==> src/rtl/pbm_pkg.sv <==
package pbm_pkg;
  // Which path feeds the response register this cycle
  typedef enum logic [1:0] {
    SRC_NONE  = 2'd0,
    SRC_HIT   = 2'd1,
    SRC_DRAIN = 2'd2
  } rsp_src_e;
endpackage

==> src/rtl/pbm_store.sv <==
module pbm_store #(
  parameter int ADDR_W = 4,
  parameter int DATA_W = 16
) (
  input  logic              clk,
  input  logic              we,
  input  logic [ADDR_W-1:0] waddr,
  input  logic [DATA_W-1:0] wdata,
  input  logic [ADDR_W-1:0] raddr,
  output logic [DATA_W-1:0] rdata
);
  localparam int NLOC = 1 << ADDR_W;

  logic [DATA_W-1:0] mem [NLOC];

  // Single write port, registered read: block-RAM friendly
  always_ff @(posedge clk) begin
    if (we) mem[waddr] <= wdata;
    rdata <= mem[raddr];
  end
endmodule

==> src/rtl/pbm_presence.sv <==
module pbm_presence #(
  parameter int ADDR_W = 4
) (
  input  logic              clk,
  input  logic              rst,
  input  logic              clr,
  input  logic              set_en,
  input  logic [ADDR_W-1:0] set_addr,
  input  logic [ADDR_W-1:0] rd_addr,
  output logic              rd_full,
  input  logic [ADDR_W-1:0] wr_addr,
  output logic              wr_full
);
  localparam int NLOC = 1 << ADDR_W;

  // Flops, not RAM: clear must empty every location in one cycle
  logic [NLOC-1:0] bits;

  always_ff @(posedge clk) begin
    if (rst || clr) bits <= '0;
    else if (set_en) bits[set_addr] <= 1'b1;
  end

  assign rd_full = bits[rd_addr];
  assign wr_full = bits[wr_addr];

  // a present location stays present until clear or reset
  a_r2_sticky: assert property (@(posedge clk) disable iff (rst)
    (!$past(clr) && !$past(rst)) |-> ((bits & $past(bits)) == $past(bits)));
endmodule

==> src/rtl/pbm_defer_queue.sv <==
module pbm_defer_queue #(
  parameter int DEPTH  = 8,
  parameter int ADDR_W = 4,
  parameter int TAG_W  = 4
) (
  input  logic                      clk,
  input  logic                      rst,
  input  logic                      flush,
  input  logic                      push,
  input  logic [ADDR_W-1:0]         push_addr,
  input  logic [TAG_W-1:0]          push_tag,
  input  logic                      rel_en,
  input  logic [ADDR_W-1:0]         rel_addr,
  input  logic                      pop,
  output logic                      full,
  output logic                      any_ready,
  output logic [ADDR_W-1:0]         head_addr,
  output logic [TAG_W-1:0]          head_tag,
  output logic [$clog2(DEPTH+1)-1:0] count
);
  localparam int IDX_W = (DEPTH > 1) ? $clog2(DEPTH) : 1;
  localparam int CNT_W = $clog2(DEPTH+1);

  // Entries stay packed from slot 0 (oldest) upward
  logic [DEPTH-1:0]  vld, rdy, n_vld, n_rdy;
  logic [ADDR_W-1:0] qa [DEPTH];
  logic [ADDR_W-1:0] n_qa [DEPTH];
  logic [TAG_W-1:0]  qt [DEPTH];
  logic [TAG_W-1:0]  n_qt [DEPTH];
  logic [CNT_W-1:0]  cnt;
  logic [IDX_W-1:0]  sel;

  // Oldest released entry
  always_comb begin
    any_ready = 1'b0;
    sel       = '0;
    for (int i = DEPTH-1; i >= 0; i--) begin
      if (vld[i] && rdy[i]) begin
        any_ready = 1'b1;
        sel       = IDX_W'(i);
      end
    end
  end

  assign head_addr = qa[sel];
  assign head_tag  = qt[sel];
  assign full      = (cnt == CNT_W'(DEPTH));
  assign count     = cnt;

  always_comb begin
    n_vld = vld;
    n_rdy = rdy;
    n_qa  = qa;
    n_qt  = qt;
    if (pop) begin
      for (int i = 0; i < DEPTH-1; i++) begin
        if (IDX_W'(i) >= sel) begin
          n_vld[i] = vld[i+1];
          n_rdy[i] = rdy[i+1];
          n_qa[i]  = qa[i+1];
          n_qt[i]  = qt[i+1];
        end
      end
      n_vld[DEPTH-1] = 1'b0;
      n_rdy[DEPTH-1] = 1'b0;
    end
    if (push) begin
      for (int i = 0; i < DEPTH; i++) begin
        if (CNT_W'(i) == cnt) begin
          n_vld[i] = 1'b1;
          n_rdy[i] = 1'b0;
          n_qa[i]  = push_addr;
          n_qt[i]  = push_tag;
        end
      end
    end
    // Release after insertion so a same-cycle entry is caught too
    if (rel_en) begin
      for (int i = 0; i < DEPTH; i++) begin
        if (n_vld[i] && (n_qa[i] == rel_addr)) n_rdy[i] = 1'b1;
      end
    end
  end

  always_ff @(posedge clk) begin
    if (rst || flush) begin
      vld <= '0;
      rdy <= '0;
      cnt <= '0;
    end else begin
      vld <= n_vld;
      rdy <= n_rdy;
      cnt <= cnt + CNT_W'(push) - CNT_W'(pop);
    end
  end

  always_ff @(posedge clk) begin
    qa <= n_qa;
    qt <= n_qt;
  end

  a_r8_no_push_full: assert property (@(posedge clk) disable iff (rst)
    full |-> !push);
  a_r9_no_push_pop: assert property (@(posedge clk) disable iff (rst)
    !(push && pop));
  a_r5_count_bound: assert property (@(posedge clk) disable iff (rst)
    cnt <= CNT_W'(DEPTH));
endmodule

==> src/rtl/pbm_deferred_mem.sv <==
module pbm_deferred_mem
  import pbm_pkg::*;
#(
  parameter int ADDR_W = 4,
  parameter int DATA_W = 16,
  parameter int TAG_W  = 4,
  parameter int DEPTH  = 8
) (
  input  logic              clk,
  input  logic              rst,
  input  logic              clr,
  input  logic              rd_valid,
  input  logic [ADDR_W-1:0] rd_addr,
  input  logic [TAG_W-1:0]  rd_tag,
  output logic              rd_ready,
  input  logic              wr_valid,
  input  logic [ADDR_W-1:0] wr_addr,
  input  logic [DATA_W-1:0] wr_data,
  output logic              wr_err,
  output logic              rsp_valid,
  output logic [TAG_W-1:0]  rsp_tag,
  output logic [DATA_W-1:0] rsp_data
);
  localparam int CNT_W = $clog2(DEPTH+1);

  logic              pres_rd, pres_wr;
  logic              q_full, q_any;
  logic [ADDR_W-1:0] q_head_addr;
  logic [TAG_W-1:0]  q_head_tag;
  logic [CNT_W-1:0]  q_cnt;
  logic              rd_fire, wr_ok, wr_bad, push, pop;
  logic [ADDR_W-1:0] ram_raddr;
  rsp_src_e          src;

  assign rd_ready = !clr && !q_any && (pres_rd || !q_full);
  assign rd_fire  = rd_valid && rd_ready;
  assign wr_ok    = wr_valid && !clr && !pres_wr;
  assign wr_bad   = wr_valid && !clr && pres_wr;
  assign push     = rd_fire && !pres_rd;
  assign pop      = q_any && !clr;

  always_comb begin
    if (pop)                     src = SRC_DRAIN;
    else if (rd_fire && pres_rd) src = SRC_HIT;
    else                         src = SRC_NONE;
  end

  assign ram_raddr = (src == SRC_DRAIN) ? q_head_addr : rd_addr;

  pbm_presence #(.ADDR_W(ADDR_W)) u_presence (
    .clk      (clk),
    .rst      (rst),
    .clr      (clr),
    .set_en   (wr_ok),
    .set_addr (wr_addr),
    .rd_addr  (rd_addr),
    .rd_full  (pres_rd),
    .wr_addr  (wr_addr),
    .wr_full  (pres_wr)
  );

  pbm_defer_queue #(.DEPTH(DEPTH), .ADDR_W(ADDR_W), .TAG_W(TAG_W)) u_queue (
    .clk       (clk),
    .rst       (rst),
    .flush     (clr),
    .push      (push),
    .push_addr (rd_addr),
    .push_tag  (rd_tag),
    .rel_en    (wr_ok),
    .rel_addr  (wr_addr),
    .pop       (pop),
    .full      (q_full),
    .any_ready (q_any),
    .head_addr (q_head_addr),
    .head_tag  (q_head_tag),
    .count     (q_cnt)
  );

  pbm_store #(.ADDR_W(ADDR_W), .DATA_W(DATA_W)) u_store (
    .clk   (clk),
    .we    (wr_ok),
    .waddr (wr_addr),
    .wdata (wr_data),
    .raddr (ram_raddr),
    .rdata (rsp_data)
  );

  always_ff @(posedge clk) begin
    if (rst) begin
      rsp_valid <= 1'b0;
      rsp_tag   <= '0;
      wr_err    <= 1'b0;
    end else begin
      rsp_valid <= (src != SRC_NONE);
      rsp_tag   <= (src == SRC_DRAIN) ? q_head_tag : rd_tag;
      wr_err    <= wr_bad;
    end
  end

  a_r9_hold_reads: assert property (@(posedge clk) disable iff (rst)
    q_any |-> !rd_ready);
  a_r1_clear_empties: assert property (@(posedge clk) disable iff (rst)
    clr |=> (q_cnt == '0 && !rsp_valid));
  a_r4_hit_rsp: assert property (@(posedge clk) disable iff (rst)
    (rd_valid && rd_ready && pres_rd) |=> (rsp_valid && rsp_tag == $past(rd_tag)));
  a_r3_reject_flag: assert property (@(posedge clk) disable iff (rst)
    (wr_valid && !clr && pres_wr) |=> wr_err);
endmodule

==> config.mk <==
export PLATFORM = sky130hd
export DESIGN_NAME = pbm_deferred_mem
export DESIGN_NICKNAME = d
export VERILOG_FILES = /design/src/rtl/pbm_pkg.sv /design/src/rtl/pbm_store.sv /design/src/rtl/pbm_presence.sv /design/src/rtl/pbm_defer_queue.sv /design/src/rtl/pbm_deferred_mem.sv
export SDC_FILE = /design/constraint.sdc
export NUM_CORES = 1
export LEC_CHECK = 0
export ABC_AREA = 1
export BUFFER_PORTS_ARGS = -buffer_cell sky130_fd_sc_hd__buf_2
export CORE_MARGIN = 2
export CORE_UTILIZATION = 60
export DETAILED_ROUTE_END_ITERATION = 7
export HOLD_SLACK_MARGIN = 0.05
export PLACE_DENSITY = 0.77
export SLEW_MARGIN = 25
export SYNTH_ARGS = -nofsm -noshare
export SYNTH_HDL_FRONTEND = slang
export SYNTH_SLANG_ARGS = --single-unit
==> constraint.sdc <==
create_clock -name clk -period 4.9 [get_ports clk]
set_input_delay 0.735 -clock clk [delete_from_list [all_inputs] [get_ports clk]]
set_output_delay 0.735 -clock clk [all_outputs]
set_load 0.01 [all_outputs]
==> metrics.txt, run 1 <==
post-synthesis net count=roughly 2100; Post-Synthesis Cells=2049; total power=7090 uW; Die Ht=roughly 180 um; core area=0.0296 mm^2; # setup viols final=0; Hold WC Path Type=in -> reg; Max Cap Viol=0; post-route clock skew=0.0213 ns; Reg clk slew, reported paths=0.06 ns; Reg2Reg Depth=19; Top cell by count, worst path=nand2_1; Detail Placement HPWL=around 31000 um; Slew Limit Fails=0; share of cells above drive strength 1=0.0895; Period minus WS final=between 3 and 4 ns; synth top area cells=edfxtp_1, dfxtp_1, nand2_1; Initial Util=0.608; outcome=completed; Max VDD drop=roughly 0.26 mV; Worst path max stage delay=between 0.6 and 0.7 ns; worst slew pin tran=roughly 0.87 ns; Port Buffer Count=55; CTS root buffer=clkbuf_16; Final ANT Viol Nets=0; vias per cell=between 5 and 6; via count=around 15000; First-pass DRT Iterations=5; crit path kind=reg -> reg; residual DRC count=0; first-pass GRT wire length=about 77000 um; Die X=177 um; Avg Cell Area, Syn=between 8 and 9 um^2; Worst EP required=approximately 5.3 ns; drt total wl=49400 um; Num CTS Buffers=39; Worst-Skew Late Latency=between 0.5 and 0.6 ns; routed length per instance=just under 20 um; synthesized area=approximately 0.018 mm^2; CTS H-Tree Depth=2; Min-Delay Path Depth=1; drt initial violations=between 1500 and 2000; Max clock buf depth=3; register area=between 0.01 and 0.015 mm^2; total track usage=0.318; Setup crit end kind=flop; gpl congestion=approximately 0.94; initial antenna violation count=0; Congestion Overflow GR=0; Pleak=about 0.0084 uW; Final nets=around 2100; CTS tree=yes; row count=63; area share of the leading cell type in the synthesized netlist=0.435; vias in the first global route=13800; family with the most delay on the worst path=simple AND/OR/NAND/NOR gates; largest net degree at the start of global routing=97; ant diodes=0; Slew headroom=0.419; Startpoint Class=flop; clk sink count=378; number of synthesized flops with an enable pin=260; Tcrit/Tclk final=0.789; Synth top cells by count=nand2_1, nand3_1, inv_1; setup bufs post-CTS=0; Area Growth Syn to Fin=10.0%; top_reg_cell synth=edfxtp_1; Multi-input gate area=0.00629 mm^2; setup_tns=0 ns; die area=between 0.03 and 0.04 mm^2; count leader, synth=nand2_1; final hold vios=0; cells along the critical path=nand2_1 > nand2_1 > nand2_1 > nand2_1 > nand2_1 > nand2_2 > nand2_1 > nand2_2 > nand2_1 > nand3_1 > nand2_1 > nand2_4 > nand2_4 > inv_2 > nand2_1 > nand3_1 > nand3_1 > nand3_1 > nand2_1; dominant cell type by area after synthesis=edfxtp_1; RSZ-0062 raised after global routing=no; Crit path arrival time=between 4 and 5 ns; Pwr per Cell Area=roughly 360 mW/mm^2; fill count=around 2300; total I/O pin count=56; CTS resizes=0; Fmax=between 200 and 300 MHz; Yosys Warn Count=0; async set-reset flop share out of synthesis=0; CP Buf/Inv Count=1; register area share after synthesis=0.566; critical-path maximum fanout=48; CP Depth=19; register bit total from synthesis=about 380; hold buffer count at CTS=0; number of distinct library cells after synthesis=43; Slowest cell on crit path=nand2_2
## worst paths after layout
path                      start                  to  slack, ns
max reg2reg      u_queue.vld[6]   u_store.rdata[12]       1.03
min                   rd_tag[3]       u_queue.qt[3]       0.43
min reg2reg  u_presence.bits[4]  u_presence.bits[4]       0.46
max              u_queue.vld[6]   u_store.rdata[12]       1.03
## layer usage
metal,wire [um],vias up,track usage,share of wire
met3,5430,127,0.0681,0.11
met1,20400,6923,0.453,0.41
met2,22100,772,0.487,0.45
met4,1480,0,0.107,0.030
met5,0,-,0,0
li1,-,6800,-,-
## per-stage QoR
stage          setup WS (ns)  cells   util  instance area, um^2  hold slack [ns]
3_5_place_dp           0.791   2419  0.626                18500            0.455
3_3_place_gp           0.664   2419  0.625                18500            0.448
2_1_floorplan           1.78   2049      -                18000            0.441
6_report                1.03   2490  0.668                19800            0.433
4_1_cts                 1.15   2490  0.668                19700            0.421
5_1_grt                0.739   2490  0.668                19800            0.422
## registers in the layout, summed over array words and instances (netlist names), 4 cells and up
register / count
u_queue.vld: 8
u_queue.count: 4
u_queue.rdy: 8
u_queue.qt: 32
u_store.mem: 256
u_store.rdata: 16
rsp_tag: 4
u_queue.qa: 32
u_presence.bits: 16
## cells by family after synthesis
| group | synth area share |
|---|---|
| adders and majority gates | 0.00599 |
| DFF | 0.566 |
| and+or+nand+nor | 0.271 |
| AOI/OAI and AO/OA | 0.0663 |
| xor gates and xnor gates | 0.000975 |
| muxes | 0.000627 |
| buffers and inverters | 0.0890 |
## worst register-to-register path: cells and delay by family, from the launching register on
family | cells | cell delay (ns)
buffers and inverters | 1 | 0.44
DFF | 1 | 0.35
and+or+nand+nor | 18 | 2.94
## report_power, final
part	switching, uW	total (uW)	internal [uW]
clock network	1210	2910	1700
logic	425	608	183
registers	63.1	3570	3500
## layout make-up
cell class | count | share of cell area
Multi-Input combinational cell | 1283 | 0.318
Inverter | 288 | 0.0547
Tap cell | 390 | 0.0247
Clock buffer | 55 | 0.0545
Clock inverter | 16 | 0.00842
Sequential cell | 378 | 0.515
Timing Repair Buffer | 80 | 0.0249
## cell usage in the layout (no fill, tap or decap), types with 5 or more instances in the layout
master,Yosys,routed
nor2_1,85,69
nand3b_1,96,96
clkinv_1,1,10
a21oi_1,27,27
ha_1,7,7
buf_2,45,55
nand2_1,538,537
o21ai_0,128,128
nand2_2,15,15
clkbuf_16,0,39
o211ai_1,9,9
o22ai_1,14,14
dfxtp_1,118,118
inv_2,10,10
nand3_1,310,310
inv_1,277,277
clkbuf_1,34,12
nor2_4,5,14
nor2_2,2,9
edfxtp_1,260,260
o21ai_1,5,5
o21a_1,16,16
buf_4,17,22
No activity file was read; power rests on OpenSTA's default activity.
==> run 2, diff against run 1 <==
--- a/config.mk
+++ b/config.mk
@@ -5,7 +5,7 @@
 export SDC_FILE = /design/constraint.sdc
 export NUM_CORES = 1
 export LEC_CHECK = 0
-export ABC_AREA = 1
+export ABC_AREA = 0
 export BUFFER_PORTS_ARGS = -buffer_cell sky130_fd_sc_hd__buf_2
 export CORE_MARGIN = 2
 export CORE_UTILIZATION = 60
==> constraint.sdc (replaced) <==
create_clock -name clk -period 3.94 [get_ports clk]
set_input_delay 0.591 -clock clk [delete_from_list [all_inputs] [get_ports clk]]
set_output_delay 0.591 -clock clk [all_outputs]
set_load 0.01 [all_outputs]
==> run 2 against run 1 <==
  * Non-clock buffer count increased by 32
  * Worst setup slack got worse by 0.44 ns
  * Sequential power increased by 24%
  * Total power increased by 23%
  * First-iteration DRC count decreased by 37%
  * Final cell count decreased by 28%
  * Register-to-register slack got worse by 0.44 ns
  * Core utilization increased by 2.2 points
  * Synthesized cell count decreased by 33%
  * Via count decreased by 22%
  * Global-route usage decreased by 3.1 points
  * Highest routed layer unchanged
==> metrics.txt, run 2 <==
final core utilization=0.690 (+0.0219); number of synthesized flops with an enable pin=260 (unchanged); area share of the leading cell type in the synthesized netlist=0.484 (+0.0491); residual DRC count=0 (unchanged); clk sink count=378 (unchanged); Fmax=298 MHz (+15%); CTS root buffer=clkbuf_16; top_reg_cell synth=edfxtp_1; count leader, synth=edfxtp_1; via count=11400 (-22%); Area Growth Syn to Fin=14.0%; Initial Util=0.606 (-0.00207); post-route clock skew=0.0151 ns (-0.00621 ns); routed length per instance=22.5 um (+14%); Setup crit end kind=flop; Pleak=0.00670 uW (-20%); total I/O pin count=56 (unchanged); dpl cells=1731 (-28%); Final nets=1471 (-30%); initial antenna violation count=1 (+1); share of cells above drive strength 1=0.166 (+0.0763); Die X=168 um (-5.1%); Final ANT Viol Nets=0 (unchanged); Port Buffer Count=55 (unchanged); register bit total from synthesis=378 (unchanged); setup bufs post-CTS=0 (unchanged); largest net degree at the start of global routing=65 (-33%); Reg clk slew, reported paths=0.06 ns (about the same); Min-Delay Path Depth=3 (+2); CTS H-Tree Depth=2 (unchanged); most flop-heavy register=u_store.mem; post-synthesis net count=1406 (-33%); Period minus WS final=3.35 ns (-0.516 ns); gpl congestion=0.951 (+0.91%); Max clock buf depth=3 (unchanged); Max Cap Viol=0 (unchanged); async set-reset flop share out of synthesis=0 (unchanged); crit path kind=reg -> reg; RSZ-0062 raised after global routing=no; Worst-Skew Late Latency=0.53 ns (about the same); register area share after synthesis=0.630 (+0.0639); FF-to-FF setup slack=0.59 ns (-0.44 ns); die area=0.0282 mm^2 (-9.9%); CTS resizes=0 (unchanged); Worst EP required=4.40 ns (-0.90 ns); Post-Synthesis Cells=1365 (-33%); fin cells=1801 (-28%); Regs by FF count=u_store.mem x256, u_queue.qa x32, u_queue.qt x32; first-pass GRT wire length=61900 um (-19%); Num CTS Buffers=38 (-2.6%); Synth top cells by count=edfxtp_1, nand2_1, nand3_1; commonest non-fill, non-tap cells in the layout=edfxtp_1, nand2_1, nand3_1, dfxtp_1; setup_tns=0 ns (unchanged); hold buffer count at CTS=0 (unchanged); number of distinct library cells after synthesis=63 (+47%); Crit path arrival time=3.81 ns (-0.46 ns); CTS tree=yes; vias in the first global route=11000 (-20%); Detail Placement HPWL=24500 um (-21%); Slew Limit Fails=0 (unchanged); vias per cell=6.33 (+7.7%); worst slew pin tran=1.02 ns (+0.150 ns); drt total wl=40600 um (-18%); synthesized area=0.0161 mm^2 (-10%); leading cell type in the layout, fill and taps excluded=edfxtp_1; outcome=completed; core area=0.0267 mm^2 (-9.8%); critical-path maximum fanout=11 (-77%); # setup viols final=0 (unchanged); Avg Cell Area, Syn=11.8 um^2 (+35%); Pwr per Cell Area=472 mW/mm^2 (+32%); dominant cell type by area after synthesis=edfxtp_1; Congestion Overflow GR=0 (unchanged); Tcrit/Tclk final=0.850 (+0.0613); Reg2Reg Depth=12 (-7); max reg flops=256 (unchanged); drt initial violations=1091 (-37%); synth top area cells=edfxtp_1, dfxtp_1, mux2i_1; First-pass DRT Iterations=8 (+3); Max VDD drop=0.430 mV (+69%); Slew headroom=0.319 (-0.100); Hold WC Path Type=in -> reg; final hold vios=0 (unchanged); Yosys Warn Count=0 (unchanged); row count=60 (-4.8%); total track usage=0.288 (-0.0305); Die Ht=168 um (-5.1%); Startpoint Class=flop
[run 2: worst paths after layout]
path,start,end
max reg2reg,u_queue.vld[2],u_store.rdata[6]
min,wr_valid,wr_err
max,u_queue.vld[2],u_store.rdata[6]
min reg2reg,u_presence.bits[11],u_presence.bits[11]
[run 2: power by group]
| group | total (uW) | internal, uW | switching, uW |
|---|---|---|---|
| clock | 3670 | 2180 | 1490 |
| sequential | 4420 | 4360 | 66.0 |
| combinational | 595 | 221 | 374 |
| total | 8690 | 6760 | 1930 |
[run 2: layer usage]
metal,global-route usage,wire [um],vias to the layer above
li1,-,-,5164
met1,0.372,16000,5516
met2,0.483,19800,588
met3,0.0498,3040,125
met4,0.124,1700,0
met5,0,0,-
[run 2: layout make-up]
cell class	instances	area, um^2
sequential	378	10200
fill	1824	8250
multi-input combinational	889	5660
clock buffer	52	1110
timing repair buffer	112	803
tap	341	427
clock inverter	17	194
inverter	11	41.3
antenna	1	2.50
[run 2: logic make-up (layout without fill, tap and decap cells)]
family | Yosys count | count (layout) | synth area share
multiplexers | 134 | 134 | 0.0952
AO/OA/AOI/OAI | 210 | 210 | 0.0870
AND/OR/NAND/NOR | 509 | 509 | 0.140
flip-flops | 378 | 378 | 0.630
adder cells (fa/ha/maj) | 8 | 8 | 0.00667
XOR/XNOR | 28 | 28 | 0.0152
buffers and inverters | 98 | 192 | 0.0255
other | 0 | 1 | 0
[run 2: critical path, stage by stage, from the launching register on]
cell     delay (ns)
dfxtp_1        0.33
buf_4          0.17
a22o_1         0.22
a31oi_1        0.34
a21oi_1        0.12
buf_4          0.22
and3_1         0.16
o21a_1         0.21
or3_1          0.34
nor2_1         0.58
buf_4          0.36
nand3_1        0.13
nand4_1        0.12
[run 2: metrics by stage]
step                      hold slack, ns  area (um^2)  worst slack [ns]  power, uW
after floorplan                    0.452        16100             0.141       4860
after CTS                          0.362        18400             0.684       8720
after detailed placement           0.478        17100             0.183       5090
after global placement             0.474        17100             0.248       5070
final                              0.364        18400             0.590       8690
after global routing               0.383        18400             0.455       8950
==> run 3, diff against run 2 <==
--- a/config.mk
+++ b/config.mk
@@ -8,10 +8,10 @@
 export ABC_AREA = 0
 export BUFFER_PORTS_ARGS = -buffer_cell sky130_fd_sc_hd__buf_2
 export CORE_MARGIN = 2
-export CORE_UTILIZATION = 60
+export CORE_UTILIZATION = 55
 export DETAILED_ROUTE_END_ITERATION = 7
 export HOLD_SLACK_MARGIN = 0.05
-export PLACE_DENSITY = 0.77
+export PLACE_DENSITY = 0.72
 export SLEW_MARGIN = 25
 export SYNTH_ARGS = -nofsm -noshare
 export SYNTH_HDL_FRONTEND = slang
==> run 3 against run 2 <==
  * Via count decreased by 0.49%
  * Clock power about the same
  * Count of clock-buffer cells in the layout fell by 7
  * Critical path depth shrank 3
  * Worst hold slack better by 0.031 ns
  * Critical endpoint is now u_queue.rdy[2]
  * Largest cell class unchanged
==> metrics.txt, run 3 (synthesized netlist as in run 2, its figures left out) <==
Max clock buf depth=3 (unchanged); Num CTS Buffers=39 (+2.6%); Final ANT Viol Nets=0 (unchanged); via count=11300 (-0.49%); Hold WC Path Type=in -> reg; initial antenna violation count=0 (-1); Crit path arrival time=3.68 ns (-0.13 ns); Detail Placement HPWL=23900 um (-2.3%); Fmax=312 MHz (+4.4%); Port Buffer Count=55 (unchanged); drt total wl=40000 um (-1.3%); clk sink count=378 (unchanged); outcome=completed; final core utilization=0.638 (-0.0523); gpl congestion=0.902 (-5.1%); Congestion Overflow GR=0 (unchanged); drt initial violations=1278 (+17%); Startpoint Class=flop; First-pass DRT Iterations=5 (-3); max reg flops=256 (unchanged); setup bufs post-CTS=0 (unchanged); worst slew pin tran=0.970 ns (-0.0476 ns); Initial Util=0.561 (-0.0448); leading cell type in the layout, fill and taps excluded=edfxtp_1; # setup viols final=0 (unchanged); routed length per instance=21.8 um (-3.2%); largest net degree at the start of global routing=97 (+49%); Slew headroom=0.351 (+0.0318); CTS H-Tree Depth=2 (unchanged); Hold WS=0.395 ns (+0.0312 ns); Max Cap Viol=0 (unchanged); total track usage=0.262 (-0.0255); Setup crit end kind=flop; Reg clk slew, reported paths=0.07 ns (about the same); dpl cells=1766 (+2.0%); most flop-heavy register=u_store.mem; core area=0.0288 mm^2 (+8.0%); crit path kind=reg -> reg; vias in the first global route=11000 (-0.17%); first-pass GRT wire length=62100 um (+0.32%); Slowest cell on crit path=or4_1; Worst EP required=4.41 ns (about the same); Die Ht=175 um (+4.3%); Worst-Skew Late Latency=0.53 ns (about the same); Min-Delay Path Depth=2 (-1); commonest non-fill, non-tap cells in the layout=edfxtp_1, nand2_1, nand3_1, dfxtp_1, nor2_1; cells along the critical path=mux4_2 > mux4_2 > or4_1 > nor2_1 > a21oi_2 > xor2_1 > nor4_1 > a22oi_1 > nor2_1; Area Growth Syn to Fin=13.8%; Worst path max stage delay=0.78 ns (+0.20 ns); total power=8710 uW (+0.24%); Pwr per Cell Area=474 mW/mm^2 (+0.44%); Pleak=0.00663 uW (-1.0%); critical-path maximum fanout=12 (+1); total I/O pin count=56 (unchanged); CTS tree=yes; hold buffer count at CTS=0 (unchanged); Max VDD drop=0.469 mV (+9.0%); residual DRC count=0 (unchanged); die area=0.0307 mm^2 (+8.9%); row count=62 (+3.3%); Die X=175 um (+4.3%); ant diodes=0 (-1); Reg2Reg Depth=9 (-3); post-route clock skew=0.0115 ns (-0.00363 ns); Slew Limit Fails=0 (unchanged); Period minus WS final=3.21 ns (-0.141 ns); CTS root buffer=clkbuf_16; Regs by FF count=u_store.mem x256, u_queue.qa x32, u_queue.qt x32; Final nets=1464 (-0.48%); final hold vios=0 (unchanged); RSZ-0062 raised after global routing=no; vias per cell=6.18 (-2.3%); fin cells=1835 (+1.9%); Tcrit/Tclk final=0.814 (-0.0359); share of cells above drive strength 1=0.157 (-0.00873); setup_tns=0 ns (unchanged); CTS resizes=0 (unchanged)
==> run 3: cell count changes in the layout (fill, tap and decap cells not counted), moves of 3 or more <==
cell      previous run  this run
clkbuf_8             6         2
buf_4               49        41
clkinv_4             3         0
clkinv_1             3        10
==> run 3: critical path: cells and delay by family, from the launching register on <==
family	cells	cell delay, ns
xor gates and xnor gates	1	0.16
AOI/OAI and AO/OA	2	0.16
muxes	2	1.12
and+or+nand+nor	4	1.36
DFF	1	0.34
==> run 3: final cells by class <==
class / instances / area, um^2
flip-flops and latches: 378 / 10200
fillers: 2133 / 10400
clock buffers: 45 / 1020
inverters: 11 / 41.3
repair buffers: 104 / 743
well taps: 384 / 480
clock inverters: 24 / 256
multi-input cells: 889 / 5650
==> run 3: power breakdown <==
| group | leakage, uW | switching [uW] | internal [uW] |
|---|---|---|---|
| clock network | 0.000616 | 1520 | 2180 |
| registers | 0.00331 | 67.1 | 4360 |
| logic | 0.00271 | 369 | 218 |
==> run 3: path summary, 6_finish.rpt <==
path / endpoint / start / slack (ns)
min: rsp_tag[3] / rst / 0.40
min reg2reg: u_presence.bits[1] / u_presence.bits[1] / 0.50
max reg2reg: u_queue.rdy[2] / u_presence.bits[8] / 0.73
max: u_queue.rdy[2] / u_presence.bits[8] / 0.73
==> run 3: metrics by stage <==
stage,area (um^2),setup slack [ns]
global route,18400,0.454
finish,18400,0.731
global placement,17100,0.291
detailed placement,17100,0.293
floorplan,16100,0.141
CTS,18400,0.755
==> run 3: per-layer routing <==
metal | GRT usage | wire length, um
met5 | 0 | 0
met3 | 0.0351 | 2830
met1 | 0.347 | 16300
met4 | 0.115 | 1690
met2 | 0.436 | 19200
